### config.mk
export PLATFORM = sky130hd
export DESIGN_NAME = wr_retire_buf
export DESIGN_NICKNAME = d
export VERILOG_FILES = /design/src/rtl/wrb_pkg.sv /design/src/rtl/wrb_ctrl.sv /design/src/rtl/wrb_datapath.sv /design/src/rtl/wr_retire_buf.sv
export SDC_FILE = /design/constraint.sdc
export NUM_CORES = 1
export LEC_CHECK = 0
export BUFFER_PORTS_ARGS = -buffer_cell sky130_fd_sc_hd__buf_2
export CORE_ASPECT_RATIO = 1.75
export CORE_UTILIZATION = 25
export CTS_BUF_LIST = sky130_fd_sc_hd__clkbuf_2
export CTS_CLUSTER_DIAMETER = 100
export DETAILED_ROUTE_END_ITERATION = 8
export PLACE_DENSITY_LB_ADDON = 0.15
export RECOVER_POWER = 25
export SLEW_MARGIN = 15
export SYNTH_ARGS = -nofsm -noshare
export SYNTH_HDL_FRONTEND = slang
export SYNTH_SLANG_ARGS = --single-unit
### constraint.sdc
create_clock -name clk -period 4.15 [get_ports clk]
set_clock_uncertainty 0.05 [all_clocks]
set_input_delay 0.6225 -clock clk [delete_from_list [all_inputs] [get_ports clk]]
set_output_delay 0.6225 -clock clk [all_outputs]
set_load 0.1 [all_outputs]
### src/rtl/wrb_pkg.sv
package wrb_pkg;

  typedef enum logic [1:0] {
    OP_NOCOP = 2'b00,
    OP_WR    = 2'b01,
    OP_RD    = 2'b10
  } cmdOp_e;

  // strobes from control to datapath
  typedef struct packed {
    logic capture;  // load a new entry this edge
    logic retire;   // emit the held entry this edge
  } ctrlStrobe_t;

endpackage

### src/rtl/wrb_ctrl.sv
module wrb_ctrl
  import wrb_pkg::*;
#(
  parameter int DEV_W      = 3,
  parameter int DEVICE_ID  = 5,
  parameter int RETIRE_DLY = 4
) (
  input  logic             clk,
  input  logic             rstN,
  input  logic             cmdValid,
  input  logic [1:0]       cmdOp,
  input  logic [DEV_W-1:0] cmdDev,
  output ctrlStrobe_t      strobe,
  output logic             bufValid,
  output logic             lostWriteErr
);

  localparam int CNT_W = $clog2(RETIRE_DLY + 1);
  localparam logic [CNT_W-1:0] CNT_LOAD = CNT_W'(RETIRE_DLY);

  logic [CNT_W-1:0] waitCnt;
  logic isOwn, wrOwn, wrOther, rdOwn, expired, doRetire;

  always_comb begin
    isOwn    = (cmdDev == DEV_W'(DEVICE_ID));
    wrOwn    = cmdValid && (cmdOp == OP_WR) && isOwn;
    wrOther  = cmdValid && (cmdOp == OP_WR) && !isOwn;
    rdOwn    = cmdValid && (cmdOp == OP_RD) && isOwn;
    expired  = (waitCnt == '0);
    // a foreign write forces the retire; otherwise wait for expiry
    // in a cycle that carries no read to this device
    doRetire = bufValid && (wrOther || (expired && !rdOwn));
    strobe.capture = wrOwn;
    strobe.retire  = doRetire;
  end

  always_ff @(posedge clk or negedge rstN) begin
    if (!rstN) begin
      bufValid     <= 1'b0;
      waitCnt      <= '0;
      lostWriteErr <= 1'b0;
    end else begin
      bufValid <= wrOwn || (bufValid && !doRetire);
      if (wrOwn && bufValid && !doRetire)
        lostWriteErr <= 1'b1;
      if (wrOwn)
        waitCnt <= CNT_LOAD;
      else if (bufValid && rdOwn)
        waitCnt <= CNT_LOAD;
      else if (bufValid && !expired)
        waitCnt <= waitCnt - 1'b1;
    end
  end

endmodule

### src/rtl/wrb_datapath.sv
module wrb_datapath
  import wrb_pkg::*;
#(
  parameter int NUM_BANKS = 4,
  parameter int ROW_W     = 8,
  parameter int COL_W     = 6,
  parameter int DATA_W    = 16,
  parameter int MASK_W    = 2
) (
  input  logic                       clk,
  input  logic                       rstN,
  input  ctrlStrobe_t                strobe,
  input  logic [$clog2(NUM_BANKS)-1:0] cmdBank,
  input  logic [COL_W-1:0]           cmdCol,
  input  logic [DATA_W-1:0]          wrData,
  input  logic [MASK_W-1:0]          wrMask,
  input  logic [NUM_BANKS*ROW_W-1:0] openRows,
  output logic                       retireValid,
  output logic [$clog2(NUM_BANKS)-1:0] retireBank,
  output logic [ROW_W-1:0]           retireRow,
  output logic [COL_W-1:0]           retireCol,
  output logic [DATA_W-1:0]          retireData,
  output logic [MASK_W-1:0]          retireMask
);

  localparam int BANK_W = $clog2(NUM_BANKS);

  logic [ROW_W-1:0]  rowOfBank [NUM_BANKS];
  logic [BANK_W-1:0] heldBank;
  logic [COL_W-1:0]  heldCol;
  logic [DATA_W-1:0] heldData;
  logic [MASK_W-1:0] heldMask;

  for (genvar b = 0; b < NUM_BANKS; b++) begin : g_rowSlice
    assign rowOfBank[b] = openRows[b*ROW_W +: ROW_W];
  end

  // buffer entry: bank and column only, never a row
  always_ff @(posedge clk or negedge rstN) begin
    if (!rstN) begin
      heldBank <= '0;
      heldCol  <= '0;
      heldData <= '0;
      heldMask <= '0;
    end else if (strobe.capture) begin
      heldBank <= cmdBank;
      heldCol  <= cmdCol;
      heldData <= wrData;
      heldMask <= wrMask;
    end
  end

  // retire port: the row is looked up at retire time
  always_ff @(posedge clk or negedge rstN) begin
    if (!rstN) begin
      retireValid <= 1'b0;
      retireBank  <= '0;
      retireRow   <= '0;
      retireCol   <= '0;
      retireData  <= '0;
      retireMask  <= '0;
    end else begin
      retireValid <= strobe.retire;
      if (strobe.retire) begin
        retireBank <= heldBank;
        retireRow  <= rowOfBank[heldBank];
        retireCol  <= heldCol;
        retireData <= heldData;
        retireMask <= heldMask;
      end
    end
  end

endmodule

### src/rtl/wr_retire_buf.sv
module wr_retire_buf
  import wrb_pkg::*;
#(
  parameter int DEV_W      = 3,
  parameter int DEVICE_ID  = 5,
  parameter int NUM_BANKS  = 4,
  parameter int ROW_W      = 8,
  parameter int COL_W      = 6,
  parameter int DATA_W     = 16,
  parameter int MASK_W     = 2,
  parameter int RETIRE_DLY = 4,
  localparam int BANK_W    = $clog2(NUM_BANKS)
) (
  input  logic                       clk,
  input  logic                       rstN,
  input  logic                       cmdValid,
  input  logic [1:0]                 cmdOp,
  input  logic [DEV_W-1:0]           cmdDev,
  input  logic [BANK_W-1:0]          cmdBank,
  input  logic [COL_W-1:0]           cmdCol,
  input  logic [DATA_W-1:0]          wrData,
  input  logic [MASK_W-1:0]          wrMask,
  input  logic [NUM_BANKS*ROW_W-1:0] openRows,
  output logic                       retireValid,
  output logic [BANK_W-1:0]          retireBank,
  output logic [ROW_W-1:0]           retireRow,
  output logic [COL_W-1:0]           retireCol,
  output logic [DATA_W-1:0]          retireData,
  output logic [MASK_W-1:0]          retireMask,
  output logic                       bufValid,
  output logic                       lostWriteErr
);

  ctrlStrobe_t strobe;

  wrb_ctrl #(
    .DEV_W(DEV_W), .DEVICE_ID(DEVICE_ID), .RETIRE_DLY(RETIRE_DLY)
  ) u_ctrl (
    .clk(clk), .rstN(rstN), .cmdValid(cmdValid), .cmdOp(cmdOp),
    .cmdDev(cmdDev), .strobe(strobe), .bufValid(bufValid),
    .lostWriteErr(lostWriteErr)
  );

  wrb_datapath #(
    .NUM_BANKS(NUM_BANKS), .ROW_W(ROW_W), .COL_W(COL_W),
    .DATA_W(DATA_W), .MASK_W(MASK_W)
  ) u_dp (
    .clk(clk), .rstN(rstN), .strobe(strobe), .cmdBank(cmdBank),
    .cmdCol(cmdCol), .wrData(wrData), .wrMask(wrMask),
    .openRows(openRows), .retireValid(retireValid),
    .retireBank(retireBank), .retireRow(retireRow),
    .retireCol(retireCol), .retireData(retireData),
    .retireMask(retireMask)
  );

endmodule

==> flow_metrics.env <==
export IMPL_status="complete, but fails checks"
export IMPL_violations="max-capacitance violations, max-slew violations"
export IMPL_startpoint_type="primary input"
export IMPL_critPathMaxStageDelay_ns=1.34
export IMPL_hold_class="in -> reg"
export IMPL_start_util_pct=25.8
export IMPL_clkSinkCount=66
export IMPL_final_setup_viol_count=0
export IMPL_dieWidth_microns=81.7
export IMPL_vias_per_cell=4.36
export IMPL_swShare_pct=51.8
export IMPL_hpwl_microns=4510
export IMPL_yosys_warnings=0
export IMPL_ff_latch_area_sq_um=1650
export IMPL_worst_endpoint_required_ns=4.48
export IMPL_cpLargestDelayFamily="buffers and inverters"
export IMPL_place_area_sq_um=3420
export IMPL_final_cell_area_sq_um=3580
export IMPL_clkPwrFrac_pct=16.2
export IMPL_h_tree_depth=3
export IMPL_final_fill_count=1115
export IMPL_maxCapViolCount=1
export IMPL_grt_pass1_vias=1926
export IMPL_antenna_cells=0
export IMPL_core_region_area_sq_um=10800
export IMPL_regToRegSetupSlack_ns=1.69
export IMPL_path_max_fanout=31
export IMPL_synth_common_cells="dfrtp_1 (66), mux2_2 (59), mux4_2 (8)"
export IMPL_synth_area_leaders="dfrtp_1 (59%), mux2_2 (24%), mux4_2 (6.5%)"
export IMPL_dr_pass1_iters=4
export IMPL_port_buffers=102
export IMPL_ant_nets=0
export IMPL_root_buffer="clkbuf_2"
export IMPL_netlist_area_sq_um=2780
export IMPL_pre_cts_ws_ns=1.49
export IMPL_dieHeight_microns=142
export IMPL_period_minus_slack_ns=2.71
export IMPL_cts_clk_slew_worst_paths_ns=0.20
export IMPL_r2r_cells=7
export IMPL_drt_iter0_drc=32
export IMPL_multiInputGateArea_sq_um=1060
export IMPL_synth_most_common_cell="dfrtp_1"
export IMPL_whs_ns=0.274
export IMPL_hold_violations=0
export IMPL_p_leak_nw=1.78
export IMPL_route_detailed_drc=0
export IMPL_cpMostUsedCell="clkbuf_1"
export IMPL_antenna_found_initial=0
export IMPL_wl_per_cell_microns=15.1
export IMPL_p_per_area_nw_per_um2=842
export IMPL_async_flop_share_pct=100
export IMPL_r2r_start="u_ctrl.waitCnt[0]$_DFFE_PN0P_"
export IMPL_overflow=0
export IMPL_syn_num_nets=241
export IMPL_holdPathStages=2
export IMPL_grt_max_degree=59
export IMPL_finalSetupTns_ns=0
export IMPL_peakVddDrop_v=0.000412
export IMPL_rsz0062_at_grt="no"
export IMPL_boundaryPins=103
export IMPL_arrival_ns=3.04
export IMPL_netSwitchingPower_mw=1.56
export IMPL_r2r_end="u_dp.retireData[13]$_DFFE_PN0P_"
export IMPL_holdPathEnd="u_dp.heldData[13]$_DFFE_PN0P_"
export IMPL_final_nets=349
export IMPL_cts_buffers=9
export IMPL_synthToLayoutAreaGrowth_pct=28.7
export IMPL_power_frac_comb_pct=51.7
export IMPL_synth_top_cell_by_area="dfrtp_1"
export IMPL_grt_usage_pct=12.0
export IMPL_synth_cells=173
export IMPL_grt_pass1_wl_microns=9940
export IMPL_worstMarginPinSlew_ns=1.83
export IMPL_synth_seq_cells=66
export IMPL_insertion_delay_ns=0.50
export IMPL_path_cells="clkbuf_1, nand4b_1, nor3b_4, clkbuf_1, mux2_2"
export IMPL_netlist_area_leader_share_pct=59.4
export IMPL_crit_type="in -> reg"
export IMPL_setup_ws_ns=1.44
export IMPL_cts_tree="done"
export IMPL_ys_types=28
export IMPL_crit_path_top_delay_cell="clkbuf_1"
export IMPL_slew_headroom_pct=-22.2
export IMPL_path_depth=5
export IMPL_p_int_mw=1.45
export IMPL_clock_fmax_ghz=0.369
export IMPL_dieArea_sq_um=11600
export IMPL_drv_slew=32
export IMPL_drive_above_1_share_pct=65.7
export IMPL_pwr_share_seq_pct=32.1
export IMPL_wl_microns=6300
export IMPL_place_gp_congestion=0.673
export IMPL_clockBufferDepth=2
export IMPL_ys_seq_area_share_pct=59.4
export IMPL_synthFlopType="dfrtp_1"
export IMPL_path_buf_inv=2
export IMPL_min_from="wrData[13]"
export IMPL_syn_area_per_cell_sq_um=16.1
export IMPL_period_share_pct=65.3
export IMPL_synth_edf_count=0
export IMPL_endpoint_kind="flop"
export IMPL_vias=1813
export IMPL_rows=50
[placed cells by master, fill, tap and decap left out, types with 2 or more instances in the layout]
| cell type | count |
|---|---|
| ha_1 | 2 |
| mux2_2 | 59 |
| clkbuf_1 | 3 |
| nand4b_1 | 2 |
| clkinv_1 | 2 |
| nand2b_1 | 2 |
| clkbuf_2 | 11 |
| dfrtp_1 | 66 |
| bufinv_16 | 3 |
| a31oi_1 | 2 |
| nand2_1 | 5 |
| inv_1 | 3 |
| mux4_2 | 8 |
| buf_2 | 100 |
[worst max path at each step]
stage | start | endpoint | slack (ns)
finish | cmdDev[1] | u_dp.heldBank[0]$_DFFE_PN0P_ | 1.44
global placement | cmdOp[0] | u_dp.retireMask[0]$_DFFE_PN0P_ | 1.51
detailed placement | cmdOp[0] | u_dp.retireData[5]$_DFFE_PN0P_ | 1.49
floorplan | u_ctrl.bufValid$_DFF_PN0_ | u_dp.retireBank[1]$_DFFE_PN0P_ | 1.90
global route | cmdDev[1] | u_dp.heldBank[1]$_DFFE_PN0P_ | 1.21
CTS | u_ctrl.waitCnt[0]$_DFFE_PN0P_ | u_dp.retireData[2]$_DFFE_PN0P_ | 1.63
[kinds of logic (layout without fill, tap and decap cells)]
kind of cell             Yosys count  in the layout  synth area share, %
AO/OA/AOI/OAI                     11             11                 3.42
adder cells (fa/ha/maj)            2              2                0.900
buffers and inverters             12            125                 2.56
flip-flops                        66             66                 59.4
multiplexers                      68             68                 30.8
AND/OR/NAND/NOR                   14             14                 2.97
[routing by layer]
layer / global-route usage [%] / up-vias / part of all wire, % / wire length [microns]
met3: 3.15 / 9 / 5.3 / 335
met5: 0 / - / 0 / 0
met2: 20.0 / 59 / 54 / 3390
li1: - / 847 / - / -
met4: 6.37 / 0 / 2.1 / 130
met1: 13.5 / 898 / 39 / 2440
[layout make-up]
| cell class | instances | share of cell area, % |
|---|---|---|
| Sequential cell | 66 | 46.1 |
| Multi-Input combinational cell | 95 | 29.7 |
| Inverter | 3 | 0.315 |
| Tap cell | 130 | 4.54 |
| Clock buffer | 10 | 1.40 |
| Timing Repair Buffer | 106 | 14.9 |
| Clock inverter | 6 | 2.94 |
[what timing repair did]
| item | CTS | global route |
|---|---|---|
| hold buffers | 1 | 0 |
| setup buffers | 0 | 0 |
| resized for setup | 0 | 0 |
| hold endpoints to repair | 8 | 0 |
[flip-flops by register name, summed over array words and instances (netlist names)]
register and cells:
u_dp.heldData 16, u_dp.retireValid 1, u_ctrl.waitCnt 3, u_ctrl.bufValid 1, u_dp.heldBank 2, u_ctrl.lostWriteErr 1
u_dp.heldMask 2, u_dp.retireCol 6, u_dp.retireRow 8, u_dp.retireMask 2, u_dp.retireBank 2, u_dp.retireData 16
u_dp.heldCol 6
[power groups by stage]
stage	logic [mW]	clock network, mW	registers [mW]
detailed placement	1.58	0	0.985
global placement	1.56	0	0.986
global route	1.62	0.537	1.00
finish	1.56	0.487	0.967
CTS	1.58	0.512	0.972
floorplan	0.375	0	1.91
[stage by stage]
stage               util (%)  cells  power (mW)
floorplan                  -    173        2.29
global placement        31.8    399        2.55
detailed placement      31.8    399        2.56
CTS                     33.3    416        3.06
global route            33.3    416        3.16
finish                  33.3    416        3.01
Note: power is estimated with default switching activity, not from simulation.
